<file path="src/rtl/sram_ctl_pkg.sv">
package sram_ctl_pkg;

  typedef enum logic [2:0] {
    ST_IDLE,
    ST_SETUP,
    ST_STROBE,
    ST_RECOVER,
    ST_TURN
  } st_e;

  // nanoseconds to clock cycles, rounded up, at least one
  function automatic int unsigned ns2cyc(input int unsigned ns, input int unsigned clk_ns);
    int unsigned c;
    c = (ns + clk_ns - 1) / clk_ns;
    return (c == 0) ? 1 : c;
  endfunction

  function automatic int unsigned max2(input int unsigned a, input int unsigned b);
    return (a > b) ? a : b;
  endfunction

endpackage

</file>
<file path="src/rtl/sram_ctl_pwrup.sv">
module sram_ctl_pwrup #(
  parameter int unsigned CYCLES = 5000
) (
  input  logic clk,
  input  logic rst,
  output logic ok
);
  localparam int unsigned W = $clog2(CYCLES + 1);

  logic [W-1:0] cnt;

  always_ff @(posedge clk) begin
    if (rst) begin
      cnt <= W'(CYCLES - 1);
      ok  <= 1'b0;
    end else if (!ok) begin
      if (cnt == '0) ok <= 1'b1;
      else           cnt <= cnt - 1'b1;
    end
  end
endmodule

</file>
<file path="src/rtl/sram_ctl_seq.sv">
module sram_ctl_seq
  import sram_ctl_pkg::*;
#(
  parameter int unsigned RD_STB = 1,
  parameter int unsigned WR_STB = 2,
  parameter int unsigned HZ_WE  = 1,
  parameter int unsigned TA     = 1,
  parameter int unsigned REC    = 1
) (
  input  logic clk,
  input  logic rst,
  input  logic pwr_ok,
  input  logic req_valid,
  input  logic req_write,
  output logic ready,
  output logic accept,
  output logic capture,
  output logic ce_n,
  output logic oe_n,
  output logic we_n,
  output logic dq_oe,
  output logic done
);
  localparam int unsigned CMAX = max2(max2(RD_STB, WR_STB), max2(TA, REC));
  localparam int unsigned CW   = $clog2(CMAX + 1);
  localparam logic [CW-1:0] DRIVE_AT = CW'(WR_STB - HZ_WE);

  st_e           st;
  logic [CW-1:0] cnt;
  logic          is_wr;

  assign ready   = (st == ST_IDLE) && pwr_ok;
  assign accept  = ready && req_valid;
  assign capture = (st == ST_STROBE) && (cnt == '0) && !is_wr;

  always_ff @(posedge clk) begin
    if (rst) begin
      st    <= ST_IDLE;
      cnt   <= '0;
      is_wr <= 1'b0;
      ce_n  <= 1'b1;
      oe_n  <= 1'b1;
      we_n  <= 1'b1;
      dq_oe <= 1'b0;
      done  <= 1'b0;
    end else begin
      done <= 1'b0;
      case (st)
        ST_IDLE: begin
          if (accept) begin
            st    <= ST_SETUP;
            is_wr <= req_write;
          end
        end
        ST_SETUP: begin
          st   <= ST_STROBE;
          ce_n <= 1'b0;
          oe_n <= 1'b0;
          we_n <= !is_wr;
          cnt  <= is_wr ? CW'(WR_STB - 1) : CW'(RD_STB - 1);
        end
        ST_STROBE: begin
          if (cnt == '0) begin
            ce_n  <= 1'b1;
            oe_n  <= 1'b1;
            we_n  <= 1'b1;
            dq_oe <= 1'b0;
            done  <= 1'b1;
            if (is_wr) begin
              st  <= ST_RECOVER;
              cnt <= CW'(REC - 1);
            end else begin
              st  <= ST_TURN;
              cnt <= CW'(TA - 1);
            end
          end else begin
            cnt <= cnt - 1'b1;
            if (is_wr && cnt == DRIVE_AT) dq_oe <= 1'b1;
          end
        end
        ST_RECOVER, ST_TURN: begin
          if (cnt == '0) st <= ST_IDLE;
          else           cnt <= cnt - 1'b1;
        end
        default: st <= ST_IDLE;
      endcase
    end
  end
endmodule

</file>
<file path="src/rtl/sram_ctl_dpath.sv">
module sram_ctl_dpath #(
  parameter int unsigned ADDR_W = 10,
  parameter int unsigned DATA_W = 16
) (
  input  logic              clk,
  input  logic              rst,
  input  logic              accept,
  input  logic              capture,
  input  logic [ADDR_W-1:0] in_addr,
  input  logic [DATA_W-1:0] in_wdata,
  input  logic [DATA_W-1:0] mem_rd,
  output logic [ADDR_W-1:0] mem_addr,
  output logic [DATA_W-1:0] mem_wd,
  output logic [DATA_W-1:0] rdata
);
  always_ff @(posedge clk) begin
    if (rst) begin
      mem_addr <= '0;
      mem_wd   <= '0;
      rdata    <= '0;
    end else begin
      if (accept) begin
        mem_addr <= in_addr;
        mem_wd   <= in_wdata;
      end
      if (capture) rdata <= mem_rd;
    end
  end
endmodule

</file>
<file path="src/rtl/sram_ctl.sv">
module sram_ctl
  import sram_ctl_pkg::*;
#(
  parameter int unsigned ADDR_W    = 10,
  parameter int unsigned DATA_W    = 16,
  parameter int unsigned CLK_NS    = 20,
  parameter int unsigned T_PWR_NS  = 100000,
  parameter int unsigned T_RC_NS   = 10,
  parameter int unsigned T_AA_NS   = 10,
  parameter int unsigned T_ACE_NS  = 10,
  parameter int unsigned T_DOE_NS  = 5,
  parameter int unsigned T_HZOE_NS = 5,
  parameter int unsigned T_HZCE_NS = 5,
  parameter int unsigned T_WC_NS   = 10,
  parameter int unsigned T_PWE_NS  = 7,
  parameter int unsigned T_SCE_NS  = 8,
  parameter int unsigned T_AW_NS   = 8,
  parameter int unsigned T_SD_NS   = 5,
  parameter int unsigned T_HZWE_NS = 5
) (
  input  logic              clk,
  input  logic              rst,
  input  logic              req_valid,
  output logic              req_ready,
  input  logic              req_write,
  input  logic [ADDR_W-1:0] req_addr,
  input  logic [DATA_W-1:0] req_wdata,
  output logic              rsp_done,
  output logic [DATA_W-1:0] rsp_rdata,
  output logic [ADDR_W-1:0] sram_addr,
  output logic              sram_ce_n,
  output logic              sram_oe_n,
  output logic              sram_we_n,
  output logic [DATA_W-1:0] sram_dq_out,
  output logic              sram_dq_oe,
  input  logic [DATA_W-1:0] sram_dq_in
);
  localparam int unsigned C_PWR = ns2cyc(T_PWR_NS, CLK_NS);
  localparam int unsigned C_RD  = max2(max2(ns2cyc(T_RC_NS, CLK_NS), ns2cyc(T_AA_NS, CLK_NS)),
                                       max2(ns2cyc(T_ACE_NS, CLK_NS), ns2cyc(T_DOE_NS, CLK_NS)));
  localparam int unsigned C_HZ  = ns2cyc(T_HZWE_NS, CLK_NS);
  localparam int unsigned C_WR  = max2(max2(max2(ns2cyc(T_PWE_NS, CLK_NS), ns2cyc(T_SCE_NS, CLK_NS)),
                                            max2(ns2cyc(T_AW_NS, CLK_NS), ns2cyc(T_WC_NS, CLK_NS))),
                                       C_HZ + ns2cyc(T_SD_NS, CLK_NS));
  localparam int unsigned C_TA  = max2(ns2cyc(T_HZOE_NS, CLK_NS), ns2cyc(T_HZCE_NS, CLK_NS));

  logic pwr_ok;
  logic accept;
  logic capture;

  sram_ctl_pwrup #(.CYCLES(C_PWR)) pwrup_i (
    .clk (clk),
    .rst (rst),
    .ok  (pwr_ok)
  );

  sram_ctl_seq #(
    .RD_STB (C_RD),
    .WR_STB (C_WR),
    .HZ_WE  (C_HZ),
    .TA     (C_TA),
    .REC    (1)
  ) seq_i (
    .clk       (clk),
    .rst       (rst),
    .pwr_ok    (pwr_ok),
    .req_valid (req_valid),
    .req_write (req_write),
    .ready     (req_ready),
    .accept    (accept),
    .capture   (capture),
    .ce_n      (sram_ce_n),
    .oe_n      (sram_oe_n),
    .we_n      (sram_we_n),
    .dq_oe     (sram_dq_oe),
    .done      (rsp_done)
  );

  sram_ctl_dpath #(.ADDR_W(ADDR_W), .DATA_W(DATA_W)) dpath_i (
    .clk      (clk),
    .rst      (rst),
    .accept   (accept),
    .capture  (capture),
    .in_addr  (req_addr),
    .in_wdata (req_wdata),
    .mem_rd   (sram_dq_in),
    .mem_addr (sram_addr),
    .mem_wd   (sram_dq_out),
    .rdata    (rsp_rdata)
  );
endmodule

</file>
<file path="config.mk">
export PLATFORM = sky130hd
export DESIGN_NAME = sram_ctl
export DESIGN_NICKNAME = d
export VERILOG_FILES = /design/src/rtl/sram_ctl_pkg.sv /design/src/rtl/sram_ctl_pwrup.sv /design/src/rtl/sram_ctl_seq.sv /design/src/rtl/sram_ctl_dpath.sv /design/src/rtl/sram_ctl.sv
export SDC_FILE = /design/constraint.sdc
export NUM_CORES = 1
export LEC_CHECK = 0
export BUFFER_PORTS_ARGS = -buffer_cell sky130_fd_sc_hd__buf_2
export CORE_ASPECT_RATIO = 0.9
export CORE_MARGIN = 2
export CORE_UTILIZATION = 52
export CTS_BUF_LIST = sky130_fd_sc_hd__clkbuf_4
export DETAILED_ROUTE_END_ITERATION = 8
export PLACE_DENSITY = 0.82
export SETUP_SLACK_MARGIN = 0.05
export SYNTH_ARGS = -nofsm -noshare
export SYNTH_HDL_FRONTEND = slang
export SYNTH_HIERARCHICAL = 1
export SYNTH_SLANG_ARGS = --single-unit
</file>
<file path="constraint.sdc">
create_clock -name clk -period 2.15 [get_ports clk]
set_clock_uncertainty 0.15 [all_clocks]
set_input_delay 0.43 -clock clk [delete_from_list [all_inputs] [get_ports clk]]
set_output_delay 0.43 -clock clk [all_outputs]
set_load 0.005 [all_outputs]
</file>
==> results.cfg <==
[routing]
final_antenna_net_count = 0
viasPerCell = 5.18
wirelength_um = 5760
route.detailed.drc = 0
initialDrtViolationCount = 111
wl_per_cell_um = 12.9
first_pass_iters = 4
vias = 2320

[placed_design]
dp_hpwl_um = 4170
postPlaceCellArea_um2 = 3310
numPortBuffers = 93
gp_congestion = 0.819

[clocking]
cts.reportedPaths.clkPinSlew_ns = 0.11
cts_tree = built
postCtsSetupRepairBufs = 0
h-tree-depth = 3
clk_path_buf_depth = 2
cts_inserted_buffers = 9
cts_hold_buf = 0
root_buffer = clkbuf_4
worstSkewPairLatency_ns = 0.39
cts.sinks = 66

[synthesis]
ys_seq_area_share_pct = 46.9
avgSynthCellArea_um2 = 9.99
synth-main-ff-cell = dfxtp_1
async_flop_share_pct = 0
synthesis.area_um2 = 2820
yosysWarnings = 6
synth_fp_nets = 333
synth_cells = 282
synthTopCellsByArea = dfxtp_1 (47%), mux2i_1 (15%), nor2_1 (6.8%), ha_1 (2.2%), o21ai_0 (1.6%)
ys_ff_latch = 66
synthDistinctLibCells = 50
synth_edf_count = 0
synth_largest_area_cell = dfxtp_1
synth_top_area_share_pct = 46.9

[sta]
grt_setup_unrepaired = true
clock.fmax_ghz = 0.500
period_minus_slack_ns = 2.00
slew_headroom_pct = 64.6
tns_ns = 0
setup_viol = 0
finalCritPeriodShare_pct = 93.1
worst_pin_slew_ns = 0.518
slew_violations = 0
hold_violations = 0

[final_layout]
multi_input_area_um2 = 1340
regArea_um2 = 1320
final_cell_mix = buf_2 (93), dfxtp_1 (65), nor2_1 (50)
area_growth_syn_to_layout_pct = 21.9
fin_nets = 428
fin_area_um2 = 3430
final_common_cell = buf_2
drive_gt1_share_pct = 34.1
fillerInstances = 432
num_antenna_cells = 0

[critical_path]
worstPathMaxFanout = 5
crit_arrival_ns = 2.14
crit_type = flop to flop
r2r_setup_slack_ns = 0.15
required_ns = 2.29
startpoint_type = flop
crit_path_end_kind = flop
slowest_delay_ns = 0.37
worstPathCellList = inv_1 -> ha_1 -> nand2b_1 -> or2_2 -> nor4_1 -> mux2_2
slowest_stage = mux2_2

[power_and_ir_drop]
p_leak_uw = 0.00145
power_density_nw_per_um2 = 802
vdd_drop_max_mv = 0.592
power_uw = 2750

[die]
pin_count = 94
fp.dieW_um = 81.6
die_h_um = 73.8
core_um2 = 5220
rows = 25
initial_core_util_pct = 53.9
die_area_um2 = 6020

[run_status]
status = finished, final reports clean

[global_route]
grt_max_degree = 27
grt_pass1_wl_um = 9020
track_usage_pct = 19.9
grt_pass1_vias = 2081
grt.overflow.total = 0
antenna_found_initial = 0

[worst_hold_path]
hold_class = input pin to flop

[run]
cap_violations = 0
## repair_timing
action	in CTS	in global routing
resized for setup	1	3
hold endpoints to repair	0	0
endpoints found under the setup margin	1	2
## worst paths after layout
kind,depth (start not counted),from,endpoint
worst min-delay path,3,sram_dq_in[2],dpath_i/rdata[2]
worst max register to register,6,pwrup_i/cnt[0],pwrup_i/cnt[10]
worst min register to register,2,pwrup_i/cnt[12],pwrup_i/cnt[12]
worst max-delay path,6,pwrup_i/cnt[0],pwrup_i/cnt[10]
## synthesized netlist by cell type, drive strengths merged (2+ instances only)
library cell,count
a31oi,3
a2111oi,2
nand2,5
o21a,2
or2,2
a21o,4
o21ai,9
nand3,6
buf,12
a21oi,8
nor2,51
nor3,4
nor4,3
nor4b,4
nor2b,5
ha,5
mux2i,42
inv,7
nor3b,3
clkbuf,6
dfxtp,66
or4,4
o31ai,3
a311oi,3
xnor2,2
or3,6
## where the power goes
| part | switching [uW] | total [uW] | internal, uW |
|---|---|---|---|
| Sequential | 89.2 | 1410 | 1320 |
| Combinational | 333 | 696 | 363 |
| Clock | 424 | 646 | 223 |
## worst max-delay path: cells and delay by family, from the launching register on
family        cells  cell delay (ns)
simple gates      3             0.74
buf+inv           1             0.06
flops             1             0.34
fa+ha+maj         1             0.23
mux               1             0.37
## flip-flops by register name (all words and copies together) (netlist names)
| register | count |
|---|---|
| dpath_i/mem_wd | 16 |
| pwrup_i/ok | 1 |
| seq_i/is_wr | 1 |
| seq_i/st | 3 |
| pwrup_i/cnt | 13 |
| seq_i/done | 1 |
| seq_i/oe_n | 1 |
| seq_i/we_n | 1 |
| dpath_i/mem_addr | 10 |
| seq_i/cnt | 2 |
| seq_i/dq_oe | 1 |
| dpath_i/rdata | 16 |
## area by class of cell
type                       count  area share (%)
sequential                    66            38.5
tap                           67            2.44
inverter                       7           0.766
multi-input combinational    191            39.0
timing repair buffer         102            16.3
clock inverter                 6            1.02
clock buffer                   9            1.97
## routing by layer
layer | track usage (%) | wire [um] | vias to the layer above
met4 | 7.41 | 78 | 0
met2 | 34.3 | 2940 | 68
li1 | - | - | 1196
met1 | 21.9 | 2430 | 1046
met3 | 8.23 | 321 | 10
met5 | 0 | 0 | -
## logic make-up after synthesis
logic type,Yosys count,synth area share [%]
buf+inv,25,6.26
flops,66,46.9
xor+xnor,3,0.933
simple gates,99,18.5
mux,43,15.3
compound gates,41,9.86
fa+ha+maj,5,2.22
## through the flow
stage | worst slack, ns | hold slack [ns] | util [%] | instances
after floorplan | 0.174 | 0.285 | - | 282
after global placement | 0.210 | 0.305 | 63.4 | 433
after detailed placement | 0.156 | 0.304 | 63.4 | 433
after CTS | 0.106 | 0.0933 | 65.5 | 448
after global routing | 0.0481 | 0.0725 | 65.7 | 448
final | 0.149 | 0.116 | 65.7 | 448
Power figures use the tool's default switching activity.
